==> src/rtl/fwft_fifo_pkg.sv <==
`timescale 1ns/1ps
// Shared types for the fall-through FIFO.
// Assumes: nothing; pure type declarations.
package fwft_fifo_pkg;

    // Occupancy of the two read stages: bit 0 is the output register,
    // bit 1 is the array's read register.
    typedef enum logic [1:0] {
        OUT_IDLE  = 2'b00,
        OUT_HEAD  = 2'b01,
        OUT_FETCH = 2'b10,
        OUT_BOTH  = 2'b11
    } out_state_e;

endpackage

==> src/rtl/fwft_fifo_mem.sv <==
`timescale 1ns/1ps
// Dual-port storage array with one write port and one registered read port.
// Assumes: read and write addresses may coincide; the read then returns the
// previously stored word. The read register holds its value while re is low.
module fwft_fifo_mem #(
    parameter int DATA_W = 8,
    parameter int DEPTH  = 16,
    parameter int ADDR_W = 4
) (
    input  logic              clk,
    input  logic              we,
    input  logic [ADDR_W-1:0] waddr,
    input  logic [DATA_W-1:0] wdata,
    input  logic              re,
    input  logic [ADDR_W-1:0] raddr,
    output logic [DATA_W-1:0] rdata
);

    logic [DATA_W-1:0] store_q [DEPTH];

    // Store on write, capture the old word on read.
    always_ff @(posedge clk) begin
        if (we) store_q[waddr] <= wdata;
        if (re) rdata <= store_q[raddr];
    end

endmodule

==> src/rtl/fwft_fifo_ptr.sv <==
`timescale 1ns/1ps
// Wrapping address counter for one side of the array.
// Assumes: DEPTH >= 2; wraps from DEPTH-1 to 0, so DEPTH need not be a power of two.
module fwft_fifo_ptr #(
    parameter int DEPTH  = 16,
    parameter int ADDR_W = 4
) (
    input  logic              clk,
    input  logic              rst_n,
    input  logic              adv,
    output logic [ADDR_W-1:0] ptr
);

    localparam logic [ADDR_W-1:0] LAST = ADDR_W'(DEPTH - 1);

    // Step the address on each access, wrapping at the last slot.
    always_ff @(posedge clk) begin
        if (!rst_n)    ptr <= '0;
        else if (adv)  ptr <= (ptr == LAST) ? '0 : ptr + 1'b1;
    end

endmodule

==> src/rtl/fwft_fifo_flags.sv <==
`timescale 1ns/1ps
// Occupancy bookkeeping: words waiting in the array and words held overall.
// Assumes: push/pop never overflow or underflow the array (the read
// controller guarantees this); full is decoded from the overall count only.
module fwft_fifo_flags #(
    parameter int DEPTH = 16,
    parameter int CNT_W = 5,
    parameter int LVL_W = 5
) (
    input  logic             clk,
    input  logic             rst_n,
    input  logic             mem_push,
    input  logic             mem_pop,
    input  logic             accept,
    input  logic             consume,
    output logic [CNT_W-1:0] mem_cnt,
    output logic [LVL_W-1:0] level,
    output logic             full
);

    localparam int CAP = DEPTH + 2;

    logic [CNT_W-1:0] mem_cnt_n;
    logic [LVL_W-1:0] level_n;

    // Next array count from the array's own push and pop.
    always_comb begin
        mem_cnt_n = mem_cnt;
        if (mem_push && !mem_pop)      mem_cnt_n = mem_cnt + 1'b1;
        else if (!mem_push && mem_pop) mem_cnt_n = mem_cnt - 1'b1;
    end

    // Next overall count from port-level accepts and consumes.
    always_comb begin
        level_n = level;
        if (accept && !consume)      level_n = level + 1'b1;
        else if (!accept && consume) level_n = level - 1'b1;
    end

    // Register both counts.
    always_ff @(posedge clk) begin
        if (!rst_n) begin
            mem_cnt <= '0;
            level   <= '0;
        end else begin
            mem_cnt <= mem_cnt_n;
            level   <= level_n;
        end
    end

    assign full = (level == LVL_W'(CAP));

endmodule

==> src/rtl/fwft_fifo_rdctl.sv <==
`timescale 1ns/1ps
// Prefetch controller and output register of the read side.
// Keeps the output register and the array read register filled: an array
// read is launched only when the read register is free or empties this
// cycle, so an in-flight word always has a place to land. An accepted write
// bypasses the array when nothing older is held anywhere and the output
// register is free or being taken.
// Assumes: mem_nonempty reflects words written in earlier cycles only.
module fwft_fifo_rdctl
    import fwft_fifo_pkg::*;
#(
    parameter int DATA_W = 8
) (
    input  logic              clk,
    input  logic              rst_n,
    input  logic              mem_nonempty,
    input  logic              accept,
    input  logic [DATA_W-1:0] wr_data,
    input  logic              taken,
    input  logic [DATA_W-1:0] mem_rdata,
    output logic              mem_re,
    output logic              mem_push,
    output logic              consume,
    output logic              rdq_full,
    output logic              data_valid,
    output logic [DATA_W-1:0] rd_data
);

    out_state_e state;
    logic out_free, q_move, bypass, ov_n, q_n;

    assign data_valid = state[0];
    assign rdq_full   = state[1];

    // Decide this cycle's moves between array, read register and output.
    always_comb begin
        consume  = taken && state[0];
        out_free = !state[0] || consume;
        q_move   = state[1] && out_free;
        mem_re   = mem_nonempty && (!state[1] || q_move);
        bypass   = accept && out_free && !state[1] && !mem_nonempty;
        mem_push = accept && !bypass;
        ov_n     = q_move || bypass || (state[0] && !consume);
        q_n      = mem_re || (state[1] && !q_move);
    end

    // Advance the two-stage occupancy state.
    always_ff @(posedge clk) begin
        if (!rst_n) state <= OUT_IDLE;
        else        state <= out_state_e'({q_n, ov_n});
    end

    // Load the output register from the read register or the bypass path.
    always_ff @(posedge clk) begin
        if (!rst_n)      rd_data <= '0;
        else if (q_move) rd_data <= mem_rdata;
        else if (bypass) rd_data <= wr_data;
    end

endmodule

==> src/rtl/fwft_fifo.sv <==
`timescale 1ns/1ps
// Single-clock FIFO with a fall-through read port: the head word sits in a
// register flagged by data_valid and is released by data_taken.
// Assumes: DEPTH >= 2; capacity is DEPTH array words plus two read stages.
module fwft_fifo #(
    parameter int DATA_W = 8,
    parameter int DEPTH  = 16
) (
    input  logic                       clk,
    input  logic                       rst_n,
    input  logic                       wr_en,
    input  logic [DATA_W-1:0]          wr_data,
    output logic                       full,
    output logic                       data_valid,
    input  logic                       data_taken,
    output logic [DATA_W-1:0]          rd_data,
    output logic [$clog2(DEPTH+3)-1:0] level
);

    localparam int ADDR_W = $clog2(DEPTH);
    localparam int CNT_W  = $clog2(DEPTH + 1);
    localparam int LVL_W  = $clog2(DEPTH + 3);

    logic              accept, mem_push, mem_re, consume, rdq_full;
    logic [ADDR_W-1:0] waddr, raddr;
    logic [CNT_W-1:0]  mem_cnt;
    logic [DATA_W-1:0] mem_rdata;

    assign accept = wr_en && !full;

    fwft_fifo_mem #(.DATA_W(DATA_W), .DEPTH(DEPTH), .ADDR_W(ADDR_W)) u_mem (
        .clk(clk), .we(mem_push), .waddr(waddr), .wdata(wr_data),
        .re(mem_re), .raddr(raddr), .rdata(mem_rdata)
    );

    fwft_fifo_ptr #(.DEPTH(DEPTH), .ADDR_W(ADDR_W)) u_wptr (
        .clk(clk), .rst_n(rst_n), .adv(mem_push), .ptr(waddr)
    );

    fwft_fifo_ptr #(.DEPTH(DEPTH), .ADDR_W(ADDR_W)) u_rptr (
        .clk(clk), .rst_n(rst_n), .adv(mem_re), .ptr(raddr)
    );

    fwft_fifo_flags #(.DEPTH(DEPTH), .CNT_W(CNT_W), .LVL_W(LVL_W)) u_flags (
        .clk(clk), .rst_n(rst_n), .mem_push(mem_push), .mem_pop(mem_re),
        .accept(accept), .consume(consume), .mem_cnt(mem_cnt),
        .level(level), .full(full)
    );

    fwft_fifo_rdctl #(.DATA_W(DATA_W)) u_rdctl (
        .clk(clk), .rst_n(rst_n), .mem_nonempty(mem_cnt != '0),
        .accept(accept), .wr_data(wr_data), .taken(data_taken),
        .mem_rdata(mem_rdata), .mem_re(mem_re), .mem_push(mem_push),
        .consume(consume), .rdq_full(rdq_full), .data_valid(data_valid),
        .rd_data(rd_data)
    );

endmodule

==> config.mk <==
export PLATFORM = sky130hd
export DESIGN_NAME = fwft_fifo
export DESIGN_NICKNAME = d
export VERILOG_FILES = /design/src/rtl/fwft_fifo_pkg.sv /design/src/rtl/fwft_fifo_mem.sv /design/src/rtl/fwft_fifo_ptr.sv /design/src/rtl/fwft_fifo_flags.sv /design/src/rtl/fwft_fifo_rdctl.sv /design/src/rtl/fwft_fifo.sv
export SDC_FILE = /design/constraint.sdc
export NUM_CORES = 1
export LEC_CHECK = 0
export BUFFER_PORTS_ARGS = -buffer_cell sky130_fd_sc_hd__buf_2
export CAP_MARGIN = 20
export CORE_MARGIN = 2
export CORE_UTILIZATION = 40
export CTS_BUF_LIST = sky130_fd_sc_hd__clkbuf_8 sky130_fd_sc_hd__clkbuf_16
export CTS_CLUSTER_SIZE = 30
export DETAILED_ROUTE_END_ITERATION = 10
export GPL_TIMING_DRIVEN = 0
export PLACE_DENSITY = 0.65
export SLEW_MARGIN = 20
export SYNTH_ARGS = -nofsm -noshare
export SYNTH_HDL_FRONTEND = slang
export SYNTH_SLANG_ARGS = --single-unit
==> constraint.sdc <==
create_clock -name clk -period 5.15 [get_ports clk]
set_input_delay 1.03 -clock clk [delete_from_list [all_inputs] [get_ports clk]]
set_output_delay 1.03 -clock clk [all_outputs]
set_load 0.005 [all_outputs]
# Word-level counts from Yosys, hierarchy flattened
# Memory sizes are Yosys's and may differ from the RTL's. A register that Yosys moved wholly into a read port is not among the register bits.
# Cells that the tools add are included.
dict set report totals {
  ff_bits 28
  ramBits 128
  in_bits 12
  output_inout_bits 15
  word_cells 59
  mem_count 1
}
# name words width read_ports rd_clocked_by_memory_dff wr line
set mem_list {}
lappend mem_list {u_mem.store_q 16 8 1 1 1 fwft_fifo_mem.sv:19} ;# logic [DATA_W-1:0] store_q [DEPTH];
dict set report classes {
  add_sub_neg 6
  eq_ne 3
  n_mux 10
  reduce_logical 33
}
# op count
set ops {}
lappend ops {{$mux 5} 4}
lappend ops {{$mux 8} 2}
lappend ops {{$logic_and 1x1->1} 14}
lappend ops {{$add 5x1->5 const B} 2}
lappend ops {{$logic_not 1->1} 10}
lappend ops {{$sub 5x1->5 const B} 2}
lappend ops {{$add 4x1->4 const B} 2}
lappend ops {{$eq 4x4->1 const B} 2}
lappend ops {{$mux 4} 2}
lappend ops {{$reduce_bool 2->1} 3}
lappend ops {{$eq 5x5->1 const B} 1}
lappend ops {{$logic_or 1x1->1} 5}
lappend ops {{$reduce_bool 5->1} 1}
lappend ops {{$mux 1} 2}

# Depth between registers and ports, before layout
# Gate-level depths: netlist (run 1).
dict set report depth {
  word_depth 12
  ltp_mapped 11
  ltp_nobuf 10
}

# Hierarchy
# A second synthesis (run 1) with hierarchy kept.
dict set report hier_totals {
  hier_cells 389
  area_unflattened_um2 6785.3
}
# mod instances cells_each area_per_inst_um2 seq_area_each_um2
set modules_own_cells {}
lappend modules_own_cells {fwft_fifo_mem 1 229 5227.5 4083.9}
lappend modules_own_cells {fwft_fifo_flags 1 73 671.9 200.2}
lappend modules_own_cells {fwft_fifo_rdctl 1 47 494.2 200.2}
lappend modules_own_cells {fwft_fifo_ptr 2 18 186.4 80.1}
lappend modules_own_cells {fwft_fifo 1 4 18.8 0.0}

# Worst setup path after synthesis (run 1)
# Ideal clock, no wire load.
dict set report synth_path {
  kind {in2reg}
  startpoint {input port wr_en}
  endpoint {register u_flags.level[4]}
  setup_ns 0.072
  arrival_time_ns 2.872
  t_required_ns 5.078
  setup_slack_ns 2.206
  path_stages 10
  path_buffers 1
  cell_sequence {o31ai_2 -> clkinv_1 -> buf_2 -> ha_1 -> inv_1 -> ha_1 -> a21o_1 -> a21oi_1 -> mux2i_1 -> mux2i_1}
}
dict set report synth_via {
  elab_chain_cells 4
  elab_cells_between_ends 6
  cone_classes {mux: 1; reduce/logical: 5}
}
# element line
set synth_lines {}
lappend synth_lines {{start, declared} fwft_fifo.sv:11} ;# input logic wr_en,
lappend synth_lines {{$logic_and 1x1->1 (*)} fwft_fifo.sv:29} ;# assign accept = wr_en && !full;
lappend synth_lines {{$logic_not 1->1} fwft_fifo_flags.sv:37} ;# else if (!accept && consume) level_n = level - 1'b1;
lappend synth_lines {{$logic_and 1x1->1} fwft_fifo_flags.sv:37}
lappend synth_lines {{$reduce_bool 2->1 (no line)} n/a}
lappend synth_lines {{end signal, assigned} fwft_fifo_flags.sv:47} ;# level <= level_n;
lappend synth_lines {{end, declared} fwft_fifo_flags.sv:17} ;# output logic [LVL_W-1:0] level,
# Every way passes the cells marked *; elsewhere a longest branch is shown, timed or not.
# A chain may end at the register's enable or synchronous reset.

# Worst setup path in the final report (run 1)
dict set report layout_path {
  startpoint {register u_flags.level[0]}
  endpoint {register u_flags.mem_cnt[4]}
}
dict set report layout_via {
  elab_chain_cells 11
  elab_cells_between_ends 13
  cone_classes {eq/ne: 1; mux: 1; reduce/logical: 11}
}
# element line
set layout_lines {}
lappend layout_lines {{$eq 5x5->1 (*)} fwft_fifo_flags.sv:51} ;# assign full = (level == LVL_W'(CAP));
lappend layout_lines {{$logic_not 1->1 (*)} fwft_fifo.sv:29}
lappend layout_lines {{$logic_and 1x1->1 (*)} fwft_fifo.sv:29}
lappend layout_lines {{$logic_and 1x1->1 (3 in series)} fwft_fifo_rdctl.sv:41} ;# bypass = accept && out_free && !state[1] && !mem_nonempty;
lappend layout_lines {{$logic_not 1->1} fwft_fifo_rdctl.sv:42} ;# mem_push = accept && !bypass;
lappend layout_lines {{$logic_and 1x1->1 (*)} fwft_fifo_rdctl.sv:42}
lappend layout_lines {{named net mem_push} fwft_fifo.sv:24} ;# logic accept, mem_push, mem_re, consume, rdq_full;
lappend layout_lines {{$logic_not 1->1} fwft_fifo_flags.sv:30} ;# else if (!mem_push && mem_pop) mem_cnt_n = mem_cnt - 1'b1;
lappend layout_lines {{$logic_and 1x1->1} fwft_fifo_flags.sv:30}
lappend layout_lines {{$reduce_bool 2->1 (no line)} n/a}
lappend layout_lines {{end signal, assigned} fwft_fifo_flags.sv:46} ;# mem_cnt <= mem_cnt_n;
lappend layout_lines {{end, declared} fwft_fifo_flags.sv:16} ;# output logic [CNT_W-1:0] mem_cnt,
# Mark *: on every way through the listed nets, which the timed path passes. The rest lies on a longest branch.

==> results of run 1 <==
-- state kept, by name (all words and copies together), names as in the netlist --
| signal | count |
|---|---|
| u_rdctl.rd_data | 8 |
| u_flags.level | 5 |
| u_rptr.ptr | 4 |
| u_flags.mem_cnt | 5 |
| u_rdctl.state | 2 |
| u_mem.rdata | 8 |
| u_wptr.ptr | 4 |
| u_mem.store_q | 128 |
-- per-layer routing --
metal	wire, um	track usage [%]
met5	0	0
met4	281	7.31
met3	879	3.68
met2	6610	25.1
met1	6030	22.4
-- cell usage in the layout, fill, tap and decap left out, types with 2 or more instances in the layout --
cell                         count
sky130_fd_sc_hd__o21ai_0        10
sky130_fd_sc_hd__clkinv_2        5
sky130_fd_sc_hd__clkinvlp_2      2
sky130_fd_sc_hd__mux2i_1        17
sky130_fd_sc_hd__bufinv_16       2
sky130_fd_sc_hd__fa_1            2
sky130_fd_sc_hd__a21oi_1        18
sky130_fd_sc_hd__buf_1           4
sky130_fd_sc_hd__nand2b_1        7
sky130_fd_sc_hd__o31ai_1        10
sky130_fd_sc_hd__nand4_1         8
sky130_fd_sc_hd__inv_1           7
sky130_fd_sc_hd__clkinv_1        3
sky130_fd_sc_hd__edfxtp_1      136
sky130_fd_sc_hd__a31oi_1        10
sky130_fd_sc_hd__mux4_2         32
sky130_fd_sc_hd__xor2_1          4
sky130_fd_sc_hd__clkbuf_1       14
sky130_fd_sc_hd__nor3_2          5
sky130_fd_sc_hd__clkbuf_16      17
sky130_fd_sc_hd__buf_2          28
sky130_fd_sc_hd__buf_6           2
sky130_fd_sc_hd__a21o_1          4
sky130_fd_sc_hd__nand2_1        10
sky130_fd_sc_hd__a211oi_1        8
sky130_fd_sc_hd__ha_1           13
sky130_fd_sc_hd__buf_4           3
sky130_fd_sc_hd__nor2_1         30
sky130_fd_sc_hd__nor2b_1         9
sky130_fd_sc_hd__nand3_1        11
sky130_fd_sc_hd__nor3_1          2
sky130_fd_sc_hd__clkinvlp_4      2
sky130_fd_sc_hd__dfxtp_1        28
sky130_fd_sc_hd__nand3b_1        2
sky130_fd_sc_hd__xnor2_1         3
-- final cells by class --
cell class / instances / area (sq um) / share of cell area, %
inverters: 7 / 28.8 / 0.368
well taps: 220 / 275 / 3.52
multi-input cells: 226 / 2060 / 26.4
clock inverters: 15 / 125 / 1.60
repair buffers: 26 / 130 / 1.66
flip-flops and latches: 164 / 4640 / 59.4
clock buffers: 17 / 425 / 5.44
plain buffers: 25 / 123 / 1.57
-- path summary, 6_finish.rpt --
kind,from,end,slack (ns),cells after the start
max,u_flags.level[0],u_flags.mem_cnt[4],2.06,11
min,u_rdctl.rd_data[3],u_rdctl.rd_data[3],0.48,2
max reg2reg,u_flags.level[0],u_flags.mem_cnt[4],2.06,11
min reg2reg,u_rdctl.rd_data[3],u_rdctl.rd_data[3],0.48,2
-- critical path: cells and delay by family, from the launching register on --
kind | cells | cell delay [ns]
flip-flops | 1 | 0.36
AO/OA/AOI/OAI | 3 | 0.74
multiplexers | 2 | 0.49
adder cells (fa/ha/maj) | 2 | 0.53
buffers and inverters | 2 | 0.58
AND/OR/NAND/NOR | 2 | 0.31
-- cell families (layout without fill, tap and decap cells) --
logic type	Yosys count	after routing	synth area share [%]
AO/OA/AOI/OAI	66	66	6.40
XOR/XNOR	7	7	0.896
adder cells (fa/ha/maj)	15	15	2.96
buffers and inverters	32	90	2.21
flip-flops	164	164	67.9
multiplexers	49	49	13.0
AND/OR/NAND/NOR	89	89	6.60
-- per-stage QoR --
step / area (sq um) / hold WS, ns / util [%] / std cells / total power, mW
2_1_floorplan: 6840 / 0.459 / - / 422 / 2.58
3_5_place_dp: 7270 / 0.472 / 43.7 / 668 / 2.91
6_report: 7820 / 0.480 / 47.0 / 700 / 4.06
4_1_cts: 7820 / 0.480 / 47.0 / 700 / 4.08
5_1_grt: 7820 / 0.505 / 47.0 / 700 / 4.27
3_3_place_gp: 7250 / 0.474 / 43.5 / 668 / 2.87
-- report_power, final --
group | leakage (nW) | switching, mW | internal [mW]
clock network | 0.275 | 0.480 | 0.697
registers | 1.47 | 0.0929 | 1.60
logic | 0.886 | 0.651 | 0.530
==> results, run 1 <==
- The number of iterations in the first detailed-routing pass is 5.
- The die covers 0.0182 sq mm.
- The number of endpoints with negative hold slack in the final report is 0.
- For this configuration, the core starts out at a cell density of ~41%.
- The worst-case vdd ir drop is 0.000238 V.
- The synthesized design contains 136 enable-type register cells.
- The number of failing setup endpoints in the final timing report is 0.
- The cell accounting for the most synthesized area is sky130_fd_sc_hd__edfxtp_1.
- The quantity of hold-fixing buffers added after cts is 0.
- The total count of max-transition violations in the final report is 0.
- The height of the chip is 135 um.
- Setup repair after global routing left no endpoint under its margin.
- The number of nets in the synthesized netlist is 449.
- The maximum fanout count along the critical path is 10.
- Gates resized during post-CTS repair numbered 0.
- The region available for standard cell placement spans 0.0166 sq mm.
- The maximum number of pins on one net before global-route repair is 18.
- In the final layout, the share of cells above drive strength 1 is 21.7%.
- The filler cell count is 1384.
- The growth of design area from synthesis to finish is 14.3%.
- Yosys printed 0 warnings.
- Buffers placed on the I/O ports in this run total 26.
- The final setup slack of the worst path is 2.06 ns.
- The clock net in this run drives a total of 164 sinks.
- The average via count per standard cell is 5.44.
- Row generation in the floorplan step produced 47 rows.
- For this run, the slowest stage of the critical path takes approximately 0.43 ns.
- Walking the worst path, the cells encountered are nand3b_1 -> o31ai_2 -> clkbuf_1 -> nor2_1 -> ha_1 -> inv_1 -> ha_1 -> a21o_1 -> a21oi_1 -> mux2i_1 -> mux2i_1.
- The post-detailed-placement half-perimeter wirelength is ~9300 um.
- TritonCTS built the clock tree.
- The pre-CTS setup slack is 1.79 ns.
- The static leakage is 2.63 nW.
- The all-layer global routing usage is 16.3%.
- On the final layout, the worst clock skew is 0.0136 ns.
- The top cell type by area accounts for 59.7% of the synthesized area.
- The total of max-cap violations is 0.
- The insertion delay to the later sink of the worst-skew pair is 0.43 ns.
- The required time of the critical path is 5.49 ns.
- The endpoint arrival time on the critical path is 3.43 ns.
- After the first detailed-routing iteration, the DRC count stood at 314.
- The H-tree was split into 4 levels.
- In this run the tightest slew margin relative to its limit is ~46%.
- Yosys mapped the design onto 42 distinct sky130hd cell types.
- The critical path is of the reg2reg type.
- The most instantiated library cell after synthesis is sky130_fd_sc_hd__edfxtp_1.
- The first-pass GRT wire length is 21700 um.
- The total congestion overflow after global routing is 0.
- The congestion estimate from routability-driven global placement came to 0.860.
- The power density normalized to cell area is 519 mW/mm^2.
- The worst setup path is launched from a flop.
- The transition time of the tightest slew-check pin is 0.808 ns.
- After the last flow step, the layout net total stands at 494.
- The number of antenna violations at the first check in global routing is 0.
- The die is 135 um wide.
- Counting instances in the post-synthesis netlist gives the leading cell types as 136 x sky130_fd_sc_hd__edfxtp_1, 32 x sky130_fd_sc_hd__mux4_2, 30 x sky130_fd_sc_hd__nor2_1.
- The number of nets still failing antenna checks after routing is 0.
- After detailed routing, the average wire length per cell comes to 19.7 um.
- After synthesis the netlist holds a flip-flop and latch count of 164.
- The count of boundary I/O pins is 27.
- The mean cell area of the mapped netlist is 16.2 sq um.
- The sort of element at the end of the critical path is a flop.
- The wire length reported by the detailed router is 13800 um.
- The clock-pin slew of the registers on the worst-case setup and hold paths is roughly 0.060 ns.
- The repair_antennas step left the layout with diodes totalling 0.
- Of the synthesized area, sequential elements account for 67.9%.
- Setup total negative slack on the finished layout was measured at 0 ns.
- Yosys attributes the largest share of cell area to sky130_fd_sc_hd__edfxtp_1 60%, sky130_fd_sc_hd__mux4_2 11%, sky130_fd_sc_hd__dfxtp_1 8.2%, sky130_fd_sc_hd__mux2i_1 2.5%, sky130_fd_sc_hd__ha_1 2.4%.
- The share of flip-flops with an asynchronous set or reset is 0%.
- The gate count of the mapped netlist is around 420.
- The synthesized netlist occupies a cell area of 0.00684 sq mm.
- Buffers added to address setup during post-CTS repair amount to 0.
- Counting the buffers created by CTS gives 17.
- The slowest stage of the critical path is the sky130_fd_sc_hd__clkbuf_1 cell.
- The overall via count from detail_route is 3810.
- The number of global-route vias before repair came to 3809.
- In this run the worst hold path is classified as reg2reg.
- The post-layout minimum cycle time is roughly 3 ns.
- The clock root buffer is sky130_fd_sc_hd__clkbuf_16.
- The flow ran to the end, and the final reports show no timing, DRC or antenna violations.
- The ratio of final minimum period to clock period is between 50% and 60%.
- The maximum frequency from static timing analysis is 324 MHz.
- The clock tree buffer depth is 2.
- Among all flip-flop cells after synthesis, the most frequent one is sky130_fd_sc_hd__edfxtp_1.
- The DRC violation count after routing is 0.
No activity file was read; power rests on OpenSTA's default activity.
==> run 2: changes to the inputs <==
Settings changed: ABC_AREA set to 1, PLACE_DENSITY 0.65 to 0.67.
Clock period 5.15 ns to 2.76 ns, I/O delays scaled along.
==> results, run 2 <==
- After global routing the overflow that remains totals 0.
- In this run, the number of DRC markers left after iteration 0 of detailed routing was about 400.
- Setup total negative slack on the finished layout was measured at 0 ns.
- The number of antenna violations at the first check in global routing is 0.
- A synthesized cell averages slightly above 10 sq um.
- The first global-routing pass estimated between 20000 and 25000 um of wire.
- The share of total power dissipated in sequential elements is 39.5%.
- The clock root buffer is sky130_fd_sc_hd__clkbuf_16.
- The cell accounting for the most synthesized area is sky130_fd_sc_hd__edfxtp_1.
- The wire length reported by the detailed router is 15700 um.
- The net switching power of the design is around 2.8 mW.
- The worst setup path is of the reg2reg kind.
- The number of clock sinks is 164.
- After clock tree synthesis, the clock-pin slew on the worst setup and hold paths is 0.06 ns.
- The worst path in the final design needs a cycle of roughly 2.4 ns, including I/O delays and setup.
- The worst-case IR drop observed on VDD is 0.000431 V.
- Yosys mapped a number of flops with a built-in enable equal to between 100 and 150.
- The all-layer global routing usage is 16.8%.
- In the routed design, unresolved DRC markers number 0.
- The final core utilization is 46.2%.
- The average via count per standard cell is around 5.0.
- The final setup slack of the worst path is 0.346 ns.
- The most instantiated library cell after synthesis is sky130_fd_sc_hd__edfxtp_1.
- The number of endpoints with negative hold slack in the final report was 0.
- The end point of the critical path is u_flags.mem_cnt[4].
- The filler cell count is 1658.
- 0 antenna diodes ended up in the layout.
- The average wire per cell in the routed design is 16.0 um.
- The number of gates resized after CTS was 0.
- The maximum single-stage delay on the critical path is 0.41 ns.
- The flip-flop and latch count after synthesis is around 160.
- The mapped cell area is 0.00720 sq mm.
- The flow ran to the end, and the final reports show no timing, DRC or antenna violations.
- Buffers placed on the I/O ports in this run total 26.
- The number of distinct library cells after synthesis is 27.
- Before antenna repair, the detailed router went through 5 iterations.
- The sequential fraction of the synthesis area is 64.5%.
- The share of flip-flops with an asynchronous set or reset is 0%.
- For this design, the slowest cell found on the critical path is sky130_fd_sc_hd__fa_1.
- The number of failing setup endpoints in the final timing report is 0.
- The height of the chip is approximately 140 um.
- Power spread over the standard cell area amounts to 967 mW/mm^2.
- The ratio of final minimum period to clock period is 87.5%.
- The post-layout net count is 767.
- The flip-flop count of the largest register after layout is 128.
- The congestion estimate from routability-driven global placement came to 0.868.
- The quantity of hold-fixing buffers added after cts is 0.
- Sorting the synthesized cells by area gives the leading types as sky130_fd_sc_hd__edfxtp_1 57%, sky130_fd_sc_hd__dfxtp_1 7.8%, sky130_fd_sc_hd__nor2_1 6.8%, sky130_fd_sc_hd__nand2_1 5.5%, sky130_fd_sc_hd__o21ai_0 4.4%.
- The cell depth of the worst flop-to-flop path is 13.
- Along the worst path, the maximum fanout reaches 8.
- The layout cell share with drive strength beyond 1 is 12.5%.
- Clock skew on the completed layout was measured at 0.00973 ns.
- The worst register-to-register path has a setup slack of 0.35 ns.
- The count of boundary I/O pins is 27.
- The maximum frequency from static timing analysis is 414 MHz.
- Counting instances in the post-synthesis netlist gives the leading cell types as 136 x sky130_fd_sc_hd__edfxtp_1, 131 x sky130_fd_sc_hd__nor2_1, 105 x sky130_fd_sc_hd__nand2_1.
- At the pin with the least slew margin, the transition time is 1.02 ns.
- The horizontal die dimension is 138 um.
- The synthesized design devotes to its leading area cell type 56.7% of total area.
- TritonCTS built the clock tree.
- The kind of start point of the critical path is a flop.
- For the worst setup path, the data required time is 3.05 ns.
- In the final layout, the registers with the most flip-flops are u_mem.store_q: 128 flops, u_mem.rdata: 8 flops, u_rdctl.rd_data: 8 flops.
- The top flip-flop cell by instance count after synthesis is sky130_fd_sc_hd__edfxtp_1.
- Leaving out fill and tap cells, the most frequent cells in the layout are 136 x sky130_fd_sc_hd__edfxtp_1, 131 x sky130_fd_sc_hd__nor2_1, 105 x sky130_fd_sc_hd__nand2_1.
- The total power is 7.94 mW.
- Of the total power, the clock network draws 28.6%.
- The insertion delay to the later sink of the worst-skew pair is 0.43 ns.
- The internal power of the cells is ~5.2 mW.
- The min-delay analysis places its worst path in the category in2reg.
- The number of post-CTS setup repair buffers is 0.
- The initial standard-cell utilization of the core is 40.5%.
- The cell count after synthesis came out at 695.
- STA classifies the critical path endpoint as a flop.
- The die covers 0.0191 sq mm.
- After legalization and detailed placement, the total HPWL measured 10800 um.
- Row generation in the floorplan step produced 49 rows.
- The number of global-route vias before repair is 4859.
- The overall via count from detail_route is 4922.
- The endpoint identified for the worst register-to-register timing path is u_flags.mem_cnt[4].
- The critical path goes through nor2_1 -> nand3_1 -> nor2_4 -> nor2_2 -> ha_1 -> inv_1 -> fa_1 -> inv_1 -> nor2_1 -> o21ai_0 -> nand2_1 -> nand2_1 -> a21oi_1.
- The register with the most flip-flops in the final layout is u_mem.store_q.
- The count of yosys warnings during synthesis is 0.
- The total count of max-transition violations in the final report was 0.
- In this run the number of H-tree levels came out at 4.
- The maximum number of pins on one net before global-route repair is 18.
- Setup repair after global routing left no endpoint under its margin.
- The critical path startpoint is u_flags.mem_cnt[1].
- The static leakage is 3.13 nW.
- The share of total power in combinational logic is a little under a third.
- The total CTS buffers is 17.
- Timing analysis after detailed placement gives a worst setup slack of slightly above 0.09 ns.
- The longest clock path from root to sink contains 2 buffers.
- The worst slew margin relative to its limit is 31.4%.
- Relative to the synthesized area, the layout overhead comes to 14.1%.
- The placeable core area is 0.0178 sq mm.
- Counting every net in the synthesized netlist gives between 700 and 800.
- Leaving out fill and tap cells, the most frequent cell in the layout is sky130_fd_sc_hd__edfxtp_1.
- The startpoint of the most critical register-to-register path is u_flags.mem_cnt[1].
- Net switching is a little over a third of the power.
- The endpoint arrival time on the critical path is 2.70 ns.
- The total of max-cap violations is 0.
- The number of nets still failing antenna checks after routing is 0.
==> run 2: cell count changes after synthesis, sizes merged, moves of 17 or more <==
cell,delta
inv,+48
mux2i,-17
mux4,-32
nand2,+96
nand3,+25
nor2,+106
o21ai,+81
==> run 2: area by class of cell <==
cell class / count / area [sq um] / area share, %
repair buffers: 26 / 130 / 1.58
clock inverters: 14 / 138 / 1.68
clock buffers: 17 / 425 / 5.18
well taps: 229 / 287 / 3.49
multi-input cells: 443 / 2180 / 26.6
plain buffers: 32 / 196 / 2.39
inverters: 56 / 210 / 2.56
flip-flops and latches: 164 / 4640 / 56.6
==> run 2: cells by family (layout without fill, tap and decap cells) <==
kind of cell | after synthesis | count (layout) | synth area share, %
DFF | 164 | 164 | 64.5
adders and majority gates | 15 | 15 | 2.82
buffers and inverters | 88 | 145 | 5.65
xor gates and xnor gates | 7 | 7 | 0.852
AOI/OAI and AO/OA | 132 | 132 | 9.73
and+or+nand+nor | 289 | 289 | 16.4
==> run 2: metal layers <==
metal	wire length, um	vias up	global-route usage, %
li1	-	2459	-
met1	6960	2359	21.3
met2	7920	90	29.4
met5	0	-	0
met3	633	14	3.12
met4	190	0	4.73
==> run 2: how the worst min path moves through the flow <==
stage	from	endpoint	slack [ns]	cells past startpoint
global route	rst_n	u_rptr.ptr[2]	0.46	3
floorplan	u_flags.mem_cnt[4]	u_flags.mem_cnt[4]	0.46	2
detailed placement	u_flags.mem_cnt[4]	u_flags.mem_cnt[4]	0.48	2
CTS	rst_n	u_rptr.ptr[2]	0.41	3
global placement	u_rptr.ptr[3]	u_rptr.ptr[3]	0.48	2
finish	rst_n	u_rptr.ptr[2]	0.42	3
==> run 2: metrics by stage <==
step | instances | instance area [sq um] | hold slack, ns
global route | 981 | 8210 | 0.459
floorplan | 695 | 7200 | 0.461
detailed placement | 950 | 7620 | 0.485
CTS | 981 | 8180 | 0.406
finish | 981 | 8210 | 0.417
global placement | 950 | 7610 | 0.479
==> run 2: power groups by stage <==
| stage | sequential (mW) | clock (mW) | combinational (mW) |
|---|---|---|---|
| 6_report | 3.14 | 2.27 | 2.53 |
| 5_1_grt | 3.17 | 2.38 | 2.88 |
| 4_1_cts | 3.14 | 2.29 | 2.53 |
| 3_5_place_dp | 3.19 | 0 | 2.51 |
| 3_3_place_gp | 3.19 | 0 | 2.48 |
| 2_1_floorplan | 3.17 | 0 | 1.78 |
==> run 2: critical path: cells and delay by family, from the launching register on <==
family | cells | cell delay, ns
buffers and inverters | 2 | 0.20
AOI/OAI and AO/OA | 2 | 0.20
and+or+nand+nor | 7 | 0.81
adders and majority gates | 2 | 0.67
DFF | 1 | 0.40
